===== src/rtl/booth_mult_pkg.sv =====
// Shared types for the radix-4 Booth multiplier.
// Assumes nothing beyond being compiled before its users.
package booth_mult_pkg;

    // Action chosen by one three-bit recoding window
    typedef enum logic [2:0] {
        ACT_NONE = 3'd0,
        ACT_ADD1 = 3'd1,
        ACT_ADD2 = 3'd2,
        ACT_SUB1 = 3'd3,
        ACT_SUB2 = 3'd4
    } booth_act_e;

endpackage


===== src/rtl/booth_recode.sv =====
// Radix-4 Booth recoder: maps the window {q1, q0, prev} to an add action.
// Assumes the window is presented with the highest multiplier bit first.
module booth_recode
    import booth_mult_pkg::*;
(
    input  logic [2:0] win,
    output booth_act_e act
);

    // Decode the eight windows into five actions
    always_comb begin
        unique case (win)
            3'b001, 3'b010: act = ACT_ADD1;
            3'b011:         act = ACT_ADD2;
            3'b100:         act = ACT_SUB2;
            3'b101, 3'b110: act = ACT_SUB1;
            default:        act = ACT_NONE;
        endcase
    end

endmodule


===== src/rtl/booth_addend.sv =====
// Builds the signed addend (0, +-M, +-2M) widened to ACC_W bits.
// Assumes ACC_W = WIDTH + 2, which holds 2x the most negative multiplicand.
module booth_addend
    import booth_mult_pkg::*;
#(
    parameter int WIDTH = 16,
    parameter int ACC_W = WIDTH + 2
) (
    input  logic [WIDTH-1:0] mcand,
    input  booth_act_e       act,
    output logic [ACC_W-1:0] addend
);

    logic [ACC_W-1:0] m_ext;
    logic [ACC_W-1:0] m_dbl;

    // Sign-extend the multiplicand and form its double
    always_comb begin
        m_ext = {{(ACC_W-WIDTH){mcand[WIDTH-1]}}, mcand};
        m_dbl = {m_ext[ACC_W-2:0], 1'b0};
    end

    // Select the magnitude and apply negation for subtract actions
    always_comb begin
        unique case (act)
            ACT_ADD1: addend = m_ext;
            ACT_ADD2: addend = m_dbl;
            ACT_SUB1: addend = -m_ext;
            ACT_SUB2: addend = -m_dbl;
            default:  addend = '0;
        endcase
    end

endmodule


===== src/rtl/booth_seq_ctrl.sv =====
// Step sequencer: accepts start while idle, runs STEPS steps, pulses done.
// Assumes STEPS >= 1; start during busy is discarded.
module booth_seq_ctrl #(
    parameter int STEPS = 8,
    parameter int CNT_W = $clog2(STEPS) + 1
) (
    input  logic clk,
    input  logic rst_n,
    input  logic start,
    output logic load,
    output logic step,
    output logic busy,
    output logic done
);

    logic [CNT_W-1:0] cnt;
    logic             last;

    // Decode load, step and final-step strobes
    always_comb begin
        load = start && !busy;
        step = busy;
        last = busy && (cnt == CNT_W'(STEPS - 1));
    end

    // Track busy, step count and the done pulse
    always_ff @(posedge clk) begin
        if (!rst_n) begin
            busy <= 1'b0;
            done <= 1'b0;
            cnt  <= '0;
        end else begin
            done <= last;
            if (load) begin
                busy <= 1'b1;
                cnt  <= '0;
            end else if (step) begin
                cnt <= cnt + 1'b1;
                if (last) begin
                    busy <= 1'b0;
                end
            end
        end
    end

endmodule


===== src/rtl/booth_mult_seq.sv =====
// Sequential radix-4 Booth multiplier, WIDTH/2 steps per product.
// Assumes WIDTH is even; product is valid while done is high and is held
// until the next accepted start.
module booth_mult_seq
    import booth_mult_pkg::*;
#(
    parameter int WIDTH = 16
) (
    input  logic               clk,
    input  logic               rst_n,
    input  logic               start,
    input  logic [WIDTH-1:0]   mcand,
    input  logic [WIDTH-1:0]   mplier,
    output logic               busy,
    output logic               done,
    output logic [2*WIDTH-1:0] product
);

    localparam int ACC_W = WIDTH + 2;
    localparam int STEPS = WIDTH / 2;

    logic [ACC_W-1:0] acc;
    logic [WIDTH-1:0] q_reg;
    logic             q_prev;
    logic [WIDTH-1:0] m_reg;
    logic             load;
    logic             step;
    booth_act_e       act;
    logic [ACC_W-1:0] addend;
    logic [ACC_W-1:0] sum;

    booth_seq_ctrl #(.STEPS(STEPS)) u_ctrl (
        .clk   (clk),
        .rst_n (rst_n),
        .start (start),
        .load  (load),
        .step  (step),
        .busy  (busy),
        .done  (done)
    );

    booth_recode u_recode (
        .win (({q_reg[1:0], q_prev})),
        .act (act)
    );

    booth_addend #(.WIDTH(WIDTH), .ACC_W(ACC_W)) u_addend (
        .mcand  (m_reg),
        .act    (act),
        .addend (addend)
    );

    // Partial sum before the two-place shift
    always_comb begin
        sum = acc + addend;
    end

    // Capture the multiplicand on an accepted start
    always_ff @(posedge clk) begin
        if (!rst_n) begin
            m_reg <= '0;
        end else if (load) begin
            m_reg <= mcand;
        end
    end

    // Load or arithmetic-shift the {acc, q_reg, q_prev} chain by two
    always_ff @(posedge clk) begin
        if (!rst_n) begin
            acc    <= '0;
            q_reg  <= '0;
            q_prev <= 1'b0;
        end else if (load) begin
            acc    <= '0;
            q_reg  <= mplier;
            q_prev <= 1'b0;
        end else if (step) begin
            acc    <= {{2{sum[ACC_W-1]}}, sum[ACC_W-1:2]};
            q_reg  <= {sum[1:0], q_reg[WIDTH-1:2]};
            q_prev <= q_reg[1];
        end
    end

    // Product is the low accumulator bits above the multiplier register
    always_comb begin
        product = {acc[WIDTH-1:0], q_reg};
    end

endmodule


===== config.mk =====
export PLATFORM = sky130hd
export DESIGN_NAME = booth_mult_seq
export DESIGN_NICKNAME = d
export VERILOG_FILES = /design/src/rtl/booth_mult_pkg.sv /design/src/rtl/booth_recode.sv /design/src/rtl/booth_addend.sv /design/src/rtl/booth_seq_ctrl.sv /design/src/rtl/booth_mult_seq.sv
export SDC_FILE = /design/constraint.sdc
export NUM_CORES = 1
export LEC_CHECK = 0
export CORE_MARGIN = 1.5
export CORE_UTILIZATION = 55
export CTS_CLUSTER_DIAMETER = 100
export CTS_CLUSTER_SIZE = 12
export DETAILED_ROUTE_END_ITERATION = 7
export PLACE_DENSITY = 0.88
export SLEW_MARGIN = 20
export SYNTH_ARGS = -nofsm -noshare
export SYNTH_HDL_FRONTEND = slang
export SYNTH_SLANG_ARGS = --single-unit
export TNS_END_PERCENT = 100

===== constraint.sdc =====
create_clock -name clk -period 6.7 [get_ports clk]
set_input_delay 1.005 -clock clk [delete_from_list [all_inputs] [get_ports clk]]
set_output_delay 1.005 -clock clk [all_outputs]
set_load 0.05 [all_outputs]

After elaboration in Yosys (flattened, before gate mapping). Index checks and enable logic that the tools add are counted.

Flip-flop bits (word level): 55. Input bits: 35. Logic and storage cells: 37.

$add $sub $neg: 4. Equality and inequality tests: 11. Multiplexer cells: 7. Bitwise gates (word level): 1. Reduce and logical (&&, ||, !) cells: 7.

Operator list (count): $pmux 18 s4 (1); $neg 18->18 (2); $mux 16 (2); $add 18x18->18 (1); $eq 3x2->1 const B (4); $eq 3x3->1 const B (4); $pmux 3 s4 (1); $eq 3x1->1 const B (2); $reduce_or 2->1 (3); $add 4x1->4 const B (1); $eq 4x3->1 const B (1); $mux 1 (3); $logic_and 1x1->1 (2); $reduce_bool 2->1 (1); $logic_not 1->1 (1); $not 1->1 (1).

Logic depth before layout (Yosys ltp).
Depth after elaboration: 8. Gate-level depth with buffers: 18. Gate-level depth less buffers: 16.

Modules after synthesis. Synthesis repeated with hierarchy kept, for this count alone.

Cell total of the unflattened synthesis: 486. Area total of the unflattened synthesis: 4006.3 um2.

By module, submodules not included: booth_mult_seq (instances 1, cells each 319, area an instance 2825.2 um2, seq. area each 980.9 um2); booth_addend (instances 1, cells each 136, area an instance 862.1 um2, seq. area each 0.0 um2); booth_seq_ctrl (instances 1, cells each 27, area an instance 285.3 um2, seq. area each 120.1 um2); booth_recode (instances 1, cells each 4, area an instance 33.8 um2, seq. area each 0.0 um2).

Least setup slack after synthesis. OpenSTA, ideal clock, no wires.

Path kind: register -> register. Start point: register m_reg[0]. End point: register acc[15] (netlist name). Setup time: 0.115 ns. Arrival time: 3.760 ns. Data required time: 6.585 ns. Path slack: 2.825 ns. Stages on the path, launching flop included: 18. Path buffers: 2. Cells stage by stage: dfxtp_1 > inv_1 > ha_1 > clkdlybuf4s50_2 > nand3_1 > nor4_1 > xor2_1 > nor2_1 > mux4_2 > ha_1 > clkbuf_1 > a21o_1 > a21o_1 > a21oi_1 > o21a_1 > a211o_1 > and3_1 > o21a_1.

Cells in the longest elaborated chain, start to end: 3. Elaborated cells on any way between the ends: 4. Classes of those cells: 3 x add/sub; 1 x mux.

Ends and longest elaborated chain: from (decl) (line booth_mult_seq.sv:25) `logic [WIDTH-1:0] m_reg;`; from (signal assigned) (line booth_mult_seq.sv:63) `m_reg <= mcand;`; $neg 18->18, on equally long branches (line booth_addend.sv:28, booth_addend.sv:29); $pmux 18 s4 * (line booth_addend.sv:25) `unique case (act)`; $add 18x18->18 * (line booth_mult_seq.sv:55) `sum = acc + addend;`.

Every way passes the cells marked *; elsewhere a longest branch is shown, timed or not. A chain may end at the register's enable or synchronous reset.

Final worst setup path.
Start point: register q_reg[0]. End point: register acc[15] (netlist name).

Cells in the longest elaborated chain, start to end: 6. Elaborated cells on any way between the ends: 15. Classes of those cells: 1 x add/sub; 10 x eq/ne; 2 x mux; 2 x reduce/logical.

Ends and longest elaborated chain: from (decl) (line booth_mult_seq.sv:23) `logic [WIDTH-1:0] q_reg;`; from (signal assigned) (line booth_mult_seq.sv:75) `q_reg <= mplier;`; from (signal assigned) (line booth_mult_seq.sv:79) `q_reg <= {sum[1:0], q_reg[WIDTH-1:2]};`; $eq 3x3->1 (tied with other cells) (line booth_recode.sv:12) `unique case (win)`; $reduce_or 2->1 (line booth_recode.sv:12); $pmux 3 s4 * (line booth_recode.sv:12); $eq 3x3->1 (tied with other cells) (line booth_addend.sv:25); $pmux 18 s4 * (line booth_addend.sv:25); $add 18x18->18 * (line booth_mult_seq.sv:55).

Marked as above.

==> metrics.yaml <==
globalplace.congestion: 0.891
avgSynthCellArea_sq_um: 8.02
synth_xor_area_frac: 0.0642
setup_viol: 0
die_w_um: 89.3
tritoncts: "yes"
slew_viol_final: 0
grt_max_degree: 47
required_ns: 6.93
grt.total_usage: 0.261
finalNonFillerCells: 653
start_kind: "register"
ys_seq_elements: 55
cts.sinks: 55
synthSimpleGateAreaFrac: 0.219
antenna_left: 0
wl_per_cell_um: 15.3
p_leak_uw: 0.00208
worstPathCellList: "inv_1, nor2_1, nand2_1, nand2_1, a22oi_1, o21ai_0, ha_1, a21oi_1, o21bai_1, o21a_1, o21ai_0, nand4_1, and3_1, o21a_1"
vias_per_cell: 6.02
status: "finished, final reports clean"
setup_tns_ns: 0
synthArstFlopShare: 0
synthesis.nets: 565
cts_made_buffers: 5
rsz0062_at_grt: "no"
yosys_warnings: 0
maxCapViolCount: 0
skew_ns: 0.0105
cts_buffer_depth: 2
fmax_ghz: 0.244
dp.cells: 645
overflow: 0
dpl.hpwl_mm: 7.34
hp-class: "reg2reg"
synth_edf_count: 0
finish.utilization: 0.669
path_class: "reg2reg"
area_growth_pct: 18.0
fillers: 632
cts_root_buf: "clkbuf_8"
crit_path_top_delay_cell: "dfxtp_1"
period_share: 0.612
cts_setup_buffers: 0
final_net_count: 608
start_util: 0.567
cp.arrival_ns: 4.33
hold_viol: 0
ff2ff_setup_slack_ns: 2.60
portBuffers: 68
core_area_sq_um: 7210
firstDrtPassIters: 4
end_kind: "register"
grt_pass1_vias: 3569
routed-via-count: 3934
synthAdderAreaFrac: 0.0630
drt_iter0_markers: 270
powerDensity_nw_per_um2: 184
ir_worst_vdd_mv: 0.116
chipHeight_um: 89.3
synth.distinct_cells: 64
synth_top_family_by_area: "compound AO/OA/AOI/OAI gates"
crit_fanout: 25
grt_first_pass_wirelength_mm: 16.5
synth_cells: 510
htreeDepth: 2
cts_hold_buf: 0
row_count: 31
antenna_found_initial: 0
post_cts_resized: 0
synth_top_flop_cell: "dfxtp_1"
clock_latency_ns: 0.33
dpl-instance-area_sq_um: 4720
yosys-mux-area-fraction: 0.0801
worst_pin_slew_ns: 1.08
maxSlewHeadroom: 0.277
drive_above_1_share: 0.0505
antenna_cells: 0
final_cell_area_sq_um: 4830
io_pins: 69
slowest_delay_ns: 0.90
cts.clk_slew.worst_paths_ns: 0.11
finalCriticalPeriod_ns: 4.10
synth-seq-area-share: 0.269
synth_area_sq_um: 4090
die-area_sq_um: 7970
wl_mm: 9.99
synth_compound_area_frac: 0.252
drcViolationCount: 0
## where the power goes
group	switching [uW]	internal [uW]
Sequential	31.5	347
Clock	119	87.4
Combinational	177	128
## synthesized netlist by cell type, types with 8 or more instances
master / instances / area [sq um]
o21ai_0: 24 / 120
dfxtp_1: 55 / 1100
o21a_1: 8 / 60.1
a21boi_0: 19 / 143
nor3_1: 8 / 40.0
nand2_1: 80 / 300
mux2i_1: 26 / 260
a21oi_1: 22 / 110
a21o_1: 9 / 67.6
xnor2_1: 18 / 158
nand3_1: 8 / 40.0
nor2_1: 54 / 203
ha_1: 19 / 238
xor2_1: 12 / 105
o211a_1: 16 / 160
clkbuf_1: 22 / 82.6
## layer usage
layer	GRT usage	part of all wire	wire length, um
met1	0.335	0.43	4260
met2	0.460	0.50	5000
met3	0.0416	0.060	602
met4	0.0573	0.013	134
met5	0	0	0
## final timing paths
check / start / endpoint / cells after the start
worst min-delay path: q_reg[14] / q_reg[12] / 1
worst min register to register: q_reg[14] / q_reg[12] / 1
worst max register to register: q_reg[0] / acc[15] / 14
worst max-delay path: q_reg[0] / acc[15] / 14
## layout by cell type (no fill, tap or decap), types with 3 or more instances in the layout
master           instances
nand2_1                 80
clkdlybuf4s50_1         68
dfxtp_1                 55
nor2_1                  54
mux2i_1                 26
o21ai_0                 24
a21oi_1                 22
a21boi_0                19
ha_1                    19
xnor2_1                 18
o211a_1                 16
xor2_1                  12
a21o_1                   9
nand3_1                  8
nor3_1                   8
o21a_1                   8
a22oi_1                  7
nand4_1                  7
inv_1                    6
clkbuf_8                 6
a221oi_1                 5
nor2b_1                  4
nand4b_1                 4
o21bai_1                 4
and2_1                   4
o211ai_1                 4
nand2b_1                 3
a221o_1                  3
or3_1                    3
a31oi_1                  3
a31o_2                   3
a311o_1                  3
## worst max-delay path, delay by kind of cell (launching register included)
| family | cells | cell delay (ns) |
|---|---|---|
| compound gates | 7 | 1.21 |
| simple gates | 5 | 1.09 |
| flops | 1 | 0.90 |
| buf+inv | 1 | 0.42 |
| fa+ha+maj | 1 | 0.35 |
## through the flow
stage                     setup WS, ns  total power, uW  hold slack, ns
after CTS                         2.67              890           0.513
final                             2.60              889           0.511
after detailed placement          2.57              687           0.492
after global placement            2.60              678           0.488
after floorplan                   2.83              604           0.466
after global routing              2.24              931           0.544
## kinds of logic (layout without fill, tap and decap cells)
logic type      after synthesis  in the layout
simple gates                192            192
compound gates              142            142
flops                        55             55
buf+inv                      41             85
xor+xnor                     30             30
mux                          30             30
fa+ha+maj                    20             20
## final cells by class
class | count | area [sq um] | area share
multi-input cells | 414 | 2780 | 0.576
flip-flops and latches | 55 | 1100 | 0.228
repair buffers | 70 | 696 | 0.144
well taps | 99 | 124 | 0.0257
clock buffers | 6 | 82.6 | 0.0171
inverters | 7 | 26.3 | 0.00544
clock inverters | 2 | 20.0 | 0.00415
(Power assumes the default switching activity.)
